<file path="src/rtl/storage_irq_pkg.sv">
package storage_irq_pkg;
  localparam int DATA_W   = 8;
  localparam int BIT_DRV1 = 7;
  localparam int BIT_UDF  = 6;
  localparam int BIT_OVF  = 5;
  localparam int BIT_IDLE = 4;
  localparam int BIT_DRV2 = 3;
  localparam logic [DATA_W-1:0] IMPL_MASK = 8'hF8;
  localparam logic [DATA_W-1:0] CPU_MASK  = 8'h78;

  typedef struct packed {
    logic enWr;
    logic clrWr;
  } ctrlStrobes_t;
endpackage

</file>
<file path="src/rtl/irq_sync.sv">
module irq_sync #(
  parameter int STAGES = 2
) (
  input  logic clk,
  input  logic rstN,
  input  logic asyncIn,
  output logic syncOut
);
  logic [STAGES-1:0] chain;

  generate
    if (STAGES == 1) begin : g_single
      always_ff @(posedge clk or negedge rstN) begin
        if (!rstN) chain <= '0;
        else       chain <= asyncIn;
      end
    end else begin : g_multi
      always_ff @(posedge clk or negedge rstN) begin
        if (!rstN) chain <= '0;
        else       chain <= {chain[STAGES-2:0], asyncIn};
      end
    end
  endgenerate

  assign syncOut = chain[STAGES-1];
endmodule

</file>
<file path="src/rtl/irq_ctrl.sv">
module irq_ctrl
  import storage_irq_pkg::*;
#(
  parameter int ADDR_W   = 4,
  parameter int PEND_OFS = 0,
  parameter int EN_OFS   = 1,
  parameter int CLR_OFS  = 2
) (
  input  logic              clk,
  input  logic              rstN,
  input  logic [ADDR_W-1:0] regAddr,
  input  logic              regWrEn,
  input  logic [DATA_W-1:0] pendVec,
  input  logic [DATA_W-1:0] enVec,
  output ctrlStrobes_t      strb,
  output logic [DATA_W-1:0] regRdData
);
  localparam logic [ADDR_W-1:0] PendAddr = ADDR_W'(PEND_OFS);
  localparam logic [ADDR_W-1:0] EnAddr   = ADDR_W'(EN_OFS);
  localparam logic [ADDR_W-1:0] ClrAddr  = ADDR_W'(CLR_OFS);

  always_comb begin
    strb.enWr  = regWrEn && (regAddr == EnAddr);
    strb.clrWr = regWrEn && (regAddr == ClrAddr);
  end

  always_comb begin
    if (regAddr == PendAddr)    regRdData = pendVec & IMPL_MASK;
    else if (regAddr == EnAddr) regRdData = enVec & IMPL_MASK;
    else                        regRdData = '0;
  end

  AST_ONE_STROBE: assert property (@(posedge clk) disable iff (!rstN)
    !(strb.enWr && strb.clrWr));
endmodule

</file>
<file path="src/rtl/irq_datapath.sv">
module irq_datapath
  import storage_irq_pkg::*;
(
  input  logic              clk,
  input  logic              rstN,
  input  ctrlStrobes_t      strb,
  input  logic [DATA_W-1:0] wrData,
  input  logic              drvIrqSync,
  input  logic              fifoOvfEvt,
  input  logic              fifoUdfEvt,
  input  logic              engineIdle,
  output logic [DATA_W-1:0] pendVec,
  output logic [DATA_W-1:0] enVec,
  output logic              cpuIrq,
  output logic              dmaXferAlarm
);
  logic ovfPend, udfPend;
  logic ovfClr, udfClr;

  assign ovfClr = strb.clrWr && wrData[BIT_OVF];
  assign udfClr = strb.clrWr && wrData[BIT_UDF];

  always_ff @(posedge clk or negedge rstN) begin
    if (!rstN) begin
      ovfPend <= 1'b0;
      udfPend <= 1'b0;
    end else begin
      ovfPend <= fifoOvfEvt | (ovfPend & ~ovfClr);
      udfPend <= fifoUdfEvt | (udfPend & ~udfClr);
    end
  end

  always_ff @(posedge clk or negedge rstN) begin
    if (!rstN)          enVec <= '0;
    else if (strb.enWr) enVec <= wrData & IMPL_MASK;
  end

  always_comb begin
    pendVec           = '0;
    pendVec[BIT_DRV1] = drvIrqSync;
    pendVec[BIT_UDF]  = udfPend;
    pendVec[BIT_OVF]  = ovfPend;
    pendVec[BIT_IDLE] = engineIdle;
    pendVec[BIT_DRV2] = drvIrqSync;
  end

  assign cpuIrq       = |(pendVec & enVec & CPU_MASK);
  assign dmaXferAlarm = pendVec[BIT_DRV1] & enVec[BIT_DRV1];

  AST_STICKY_HOLD: assert property (@(posedge clk) disable iff (!rstN)
    (ovfPend && !ovfClr) |=> ovfPend);
  AST_EVENT_WINS: assert property (@(posedge clk) disable iff (!rstN)
    (fifoUdfEvt && udfClr) |=> udfPend);
  AST_DMA_GATED: assert property (@(posedge clk) disable iff (!rstN)
    dmaXferAlarm |-> (enVec[BIT_DRV1] && drvIrqSync));
  AST_CPU_GATED: assert property (@(posedge clk) disable iff (!rstN)
    cpuIrq |-> (|enVec[BIT_UDF:BIT_DRV2]));
  AST_LIVE_CLR: assert property (@(posedge clk) disable iff (!rstN)
    strb.clrWr |=> (pendVec[BIT_IDLE] == engineIdle));
endmodule

</file>
<file path="src/rtl/storage_irq_agg.sv">
module storage_irq_agg
  import storage_irq_pkg::*;
#(
  parameter int ADDR_W      = 4,
  parameter int PEND_OFS    = 0,
  parameter int EN_OFS      = 1,
  parameter int CLR_OFS     = 2,
  parameter int SYNC_STAGES = 2
) (
  input  logic              clk,
  input  logic              rstN,
  input  logic              drvIrqAsync,
  input  logic              fifoOvfEvt,
  input  logic              fifoUdfEvt,
  input  logic              engineIdle,
  input  logic [ADDR_W-1:0] regAddr,
  input  logic              regWrEn,
  input  logic [DATA_W-1:0] regWrData,
  output logic [DATA_W-1:0] regRdData,
  output logic              cpuIrq,
  output logic              dmaXferAlarm
);
  ctrlStrobes_t      strb;
  logic              drvIrqSync;
  logic [DATA_W-1:0] pendVec, enVec;

  irq_sync #(.STAGES(SYNC_STAGES)) u_sync (
    .clk(clk), .rstN(rstN), .asyncIn(drvIrqAsync), .syncOut(drvIrqSync)
  );

  irq_ctrl #(
    .ADDR_W(ADDR_W), .PEND_OFS(PEND_OFS), .EN_OFS(EN_OFS), .CLR_OFS(CLR_OFS)
  ) u_ctrl (
    .clk(clk), .rstN(rstN), .regAddr(regAddr), .regWrEn(regWrEn),
    .pendVec(pendVec), .enVec(enVec), .strb(strb), .regRdData(regRdData)
  );

  irq_datapath u_dp (
    .clk(clk), .rstN(rstN), .strb(strb), .wrData(regWrData),
    .drvIrqSync(drvIrqSync), .fifoOvfEvt(fifoOvfEvt), .fifoUdfEvt(fifoUdfEvt),
    .engineIdle(engineIdle), .pendVec(pendVec), .enVec(enVec),
    .cpuIrq(cpuIrq), .dmaXferAlarm(dmaXferAlarm)
  );
endmodule

</file>
<file path="config.mk">
export PLATFORM = sky130hd
export DESIGN_NAME = storage_irq_agg
export DESIGN_NICKNAME = d
export VERILOG_FILES = /design/src/rtl/storage_irq_pkg.sv /design/src/rtl/irq_sync.sv /design/src/rtl/irq_ctrl.sv /design/src/rtl/irq_datapath.sv /design/src/rtl/storage_irq_agg.sv
export SDC_FILE = /design/constraint.sdc
export NUM_CORES = 1
export LEC_CHECK = 0
export ABC_CLOCK_PERIOD_IN_PS = 890
export BUFFER_PORTS_ARGS = -buffer_cell sky130_fd_sc_hd__buf_2
export CELL_PAD_IN_SITES_DETAIL_PLACEMENT = 0
export CELL_PAD_IN_SITES_GLOBAL_PLACEMENT = 1
export CORE_ASPECT_RATIO = 1.1
export CORE_MARGIN = 2
export CORE_UTILIZATION = 30
export DETAILED_ROUTE_END_ITERATION = 8
export GPL_TIMING_DRIVEN = 0
export PLACE_DENSITY_LB_ADDON = 0.1
export RECOVER_POWER = 25
export SLEW_MARGIN = 15
export SYNTH_ARGS = -nofsm -noshare
export SYNTH_HDL_FRONTEND = slang
export SYNTH_SLANG_ARGS = --single-unit
</file>
<file path="constraint.sdc">
create_clock -name clk -period 0.89 [get_ports clk]
set_input_delay 0.089 -clock clk [delete_from_list [all_inputs] [get_ports clk]]
set_output_delay 0.089 -clock clk [all_outputs]
set_load 0.01 [all_outputs]
</file>
==> run metrics <==
number of clock buffers inserted by TritonCTS 3; total power consumption of the routed design 1.15 mW; final HPWL from detailed placement 777 um; Total Routed Length between 1000 and 1500 um; clock latency of the later-clocked register in the worst-skew pair 0.25 ns; final standard cell area without fillers between 700 and 800 um^2; Simple-Gate Fraction of Synth Area 18.7%; post-synthesis instance total 44; largest fanout on the critical path 3; maximum number of pins on one net before global-route repair 10; floorplan core area between 1500 and 2000 um^2; final-report setup violation count 12; Lkg Pwr between 0.3 and 0.4 nW; Crit Reg-Reg Startpoint u_dp.enVec[5]; startpoint types register; asr flop ratio synth between 90% and 100%; Die X 43.2 um; cell-by-cell trace of the critical path a22oi_1 > nand2_1 > buf_2; placed instance area about 640 um^2; number of cells after detailed placement between 80 and 90; synthesized flop and latch total 9; PortBufs 21; final clock skew between 0.00004 and 0.00005 ns; main combinational cell family by area after synthesis multiplexers; largest cells by area after synthesis sky130_fd_sc_hd__dfrtp_1, sky130_fd_sc_hd__mux2_4, sky130_fd_sc_hd__mux2i_1, sky130_fd_sc_hd__buf_4, sky130_fd_sc_hd__nor2_8; 1st-iter DRT viols 3; DR vias 420; max-capacitance violation count 0; routed len/inst 10.5 um; fraction of synthesized area in multiplexers 20.7%; maximum ir drop on the vdd rail between 0.7 and 0.8 mV; outcome finished with violations; cell depth of the worst flop-to-flop path 2; internal reg-to-reg setup slack -0.01 ns; met1 GRT Util 13.7%; post-route worst setup slack -0.241 ns; Initial Utilization between 30 and 40%; routability-driven placement congestion ratio slightly below 0.7; final count of hold timing violations 0; wire length of the first global-routing pass 1630 um; CTS Root Buffer Type sky130_fd_sc_hd__clkbuf_4; final max-slew violation count 0; share of cells above drive strength 1 51.3%; I/O pin count 29; max incr delay on CP 0.39 ns; Compound-Gate Fraction of Synth Area 7.88%; number of search-and-repair iterations in the first detailed-routing pass 2; syn_area_per_cell 11.5 um^2; clock transition time at the flip-flop clock pins of the worst setup and hold paths ~0.06 ns; setup repair after global routing missed its margin true; DRC violation count after routing 0; via count of the first global-routing pass roughly 400; kind of critical path reg2out; die area 2040 um^2; number of synthesis warnings 0; cell with the largest stage delay on the worst path sky130_fd_sc_hd__dfrtp_1; data required time of the worst path 0.80 ns; worst min-delay path class in2reg; part of the Yosys area used for sequential elements 44.3%; drt via density about 4.4; TritonCTS clock tree built; Detail Route Antenna Nets 0; most common flop cell mapped by yosys sky130_fd_sc_hd__dfrtp_1; chip height 47.2 um; distinct cell type count after synthesis 19; TritonCTS sink count 9; worst r2r dst u_dp.enVec[5]; minimum hold slack 0.0284 ns; ANT cells 0; peak clock frequency supported by timing 884 MHz; EDFF count, synth 0; xor-xnor portion of the synthesized cell area 0%; number of antenna violations at the first check in global routing 0; total negative setup slack -1.50 ns; GRT Total Usage 11.1%; Min-Delay Path Depth 2; Synth-to-Final Area Change 44.8%; final instance count without filler cells 95; area share of the largest cell type after synthesis 44.3%; aggregate global routing overflow 0; site row count 15; capturing element type of the critical path primary output; H-Tree Depth 1; worst endpoint data arrival time 1.04 ns; ranking of synthesized cells by instance count sky130_fd_sc_hd__dfrtp_1, sky130_fd_sc_hd__mux2_4, sky130_fd_sc_hd__nor2_1; worst min-delay path endpoint u_dp.ovfPend; power density of the placed cells 1560 nW/um^2; met3 Resource Use GR 5.00%; violations in the final reports negative setup slack; Post-Synth Adder-Cell Area 0%; cell area after synthesis 508 um^2; critical hold path startpoint fifoOvfEvt; leading area contributor after synthesis sky130_fd_sc_hd__dfrtp_1; shortest clock period the worst path allows after layout 1.13 ns; global-route track usage on met2 17.6%; ratio of final minimum period to clock period 127%; layer carrying the most global-route usage met2; library cell with the highest instance count after synthesis sky130_fd_sc_hd__dfrtp_1; Final #Nets just under 100; Max Root-Sink Buffers 2
[critical path, delay by kind of cell (launching register included)]
kind	cells	cell delay, ns
AO/OA/AOI/OAI	1	0.20
buffers and inverters	1	0.14
flip-flops	1	0.39
AND/OR/NAND/NOR	1	0.07
[sequential cells by signal, indices dropped and copies added, names as in the netlist]
| register | cells |
|---|---|
| u_sync.chain | 2 |
| u_dp.ovfPend | 1 |
| u_dp.enVec | 5 |
| u_dp.udfPend | 1 |
[per-stage QoR]
stage	utilization (%)	setup slack [ns]
after floorplan	-	-0.253
after global placement	40.7	-0.412
after detailed placement	40.7	-0.408
after CTS	45.7	-0.262
after global routing	46.7	-0.293
final	46.7	-0.241
[metal layers]
layer  wire length, um  vias to the layer above
met1               436                      189
met2               471                       18
li1                  -                      213
met3                93                        0
met5                 0                        -
met4                 0                        0
[placed cells by master, fill, tap and decap left out]
| cell | n |
|---|---|
| sky130_fd_sc_hd__or3_4 | 1 |
| sky130_fd_sc_hd__dfrtp_1 | 9 |
| sky130_fd_sc_hd__nor2_8 | 1 |
| sky130_fd_sc_hd__clkbuf_4 | 3 |
| sky130_fd_sc_hd__nand2b_1 | 1 |
| sky130_fd_sc_hd__and2_1 | 1 |
| sky130_fd_sc_hd__nand2_1 | 3 |
| sky130_fd_sc_hd__and3b_1 | 1 |
| sky130_fd_sc_hd__a22oi_1 | 2 |
| sky130_fd_sc_hd__mux2i_1 | 3 |
| sky130_fd_sc_hd__mux2_4 | 5 |
| sky130_fd_sc_hd__nand3_1 | 2 |
| sky130_fd_sc_hd__a21oi_1 | 2 |
| sky130_fd_sc_hd__dlygate4sd3_1 | 3 |
| sky130_fd_sc_hd__buf_6 | 2 |
| sky130_fd_sc_hd__buf_4 | 8 |
| sky130_fd_sc_hd__nor2_1 | 4 |
| sky130_fd_sc_hd__clkbuf_1 | 2 |
| sky130_fd_sc_hd__a21o_1 | 2 |
| sky130_fd_sc_hd__nand2_2 | 1 |
| sky130_fd_sc_hd__buf_2 | 19 |
| sky130_fd_sc_hd__conb_1 | 3 |
[area by class of cell]
| class | instances | area, um^2 |
|---|---|---|
| Fill cell | 168 | 841 |
| Sequential cell | 9 | 225 |
| Clock buffer | 4 | 26.3 |
| Tap cell | 17 | 21.3 |
| Timing Repair Buffer | 29 | 184 |
| Multi-Input combinational cell | 32 | 251 |
| Buffer | 4 | 27.5 |
[power breakdown]
part	internal (mW)	leakage [nW]	switching, mW
combinational	0.219	0.275	0.118
clock	0.172	0.0150	0.129
sequential	0.469	0.102	0.0419
[cell families after synthesis]
kind of cell	count (synthesis)
other cells	1
mux	8
buf+inv	5
flops	9
simple gates	15
compound gates	6
[how the worst max path moves through the flow]
stage | startpoint | to | slack [ns] | cells past startpoint
floorplan | regAddr[1] | u_dp.enVec[3] | -0.25 | 4
global placement | regAddr[1] | u_dp.enVec[7] | -0.41 | 5
detailed placement | regAddr[1] | u_dp.enVec[7] | -0.41 | 5
CTS | u_dp.enVec[6] | cpuIrq | -0.26 | 3
global route | u_dp.udfPend | cpuIrq | -0.29 | 3
finish | u_dp.enVec[6] | cpuIrq | -0.24 | 3
[repair_timing]
action | CTS | global route
endpoints found under the setup margin | 12 | 12
endpoints found under the hold margin | 10 | 1
setup buffers | 5 | 0
gates resized for setup | 1 | 1
hold buffers | 2 | 1
pin swaps | 3 | 1
Note: power is estimated with default switching activity, not from simulation.
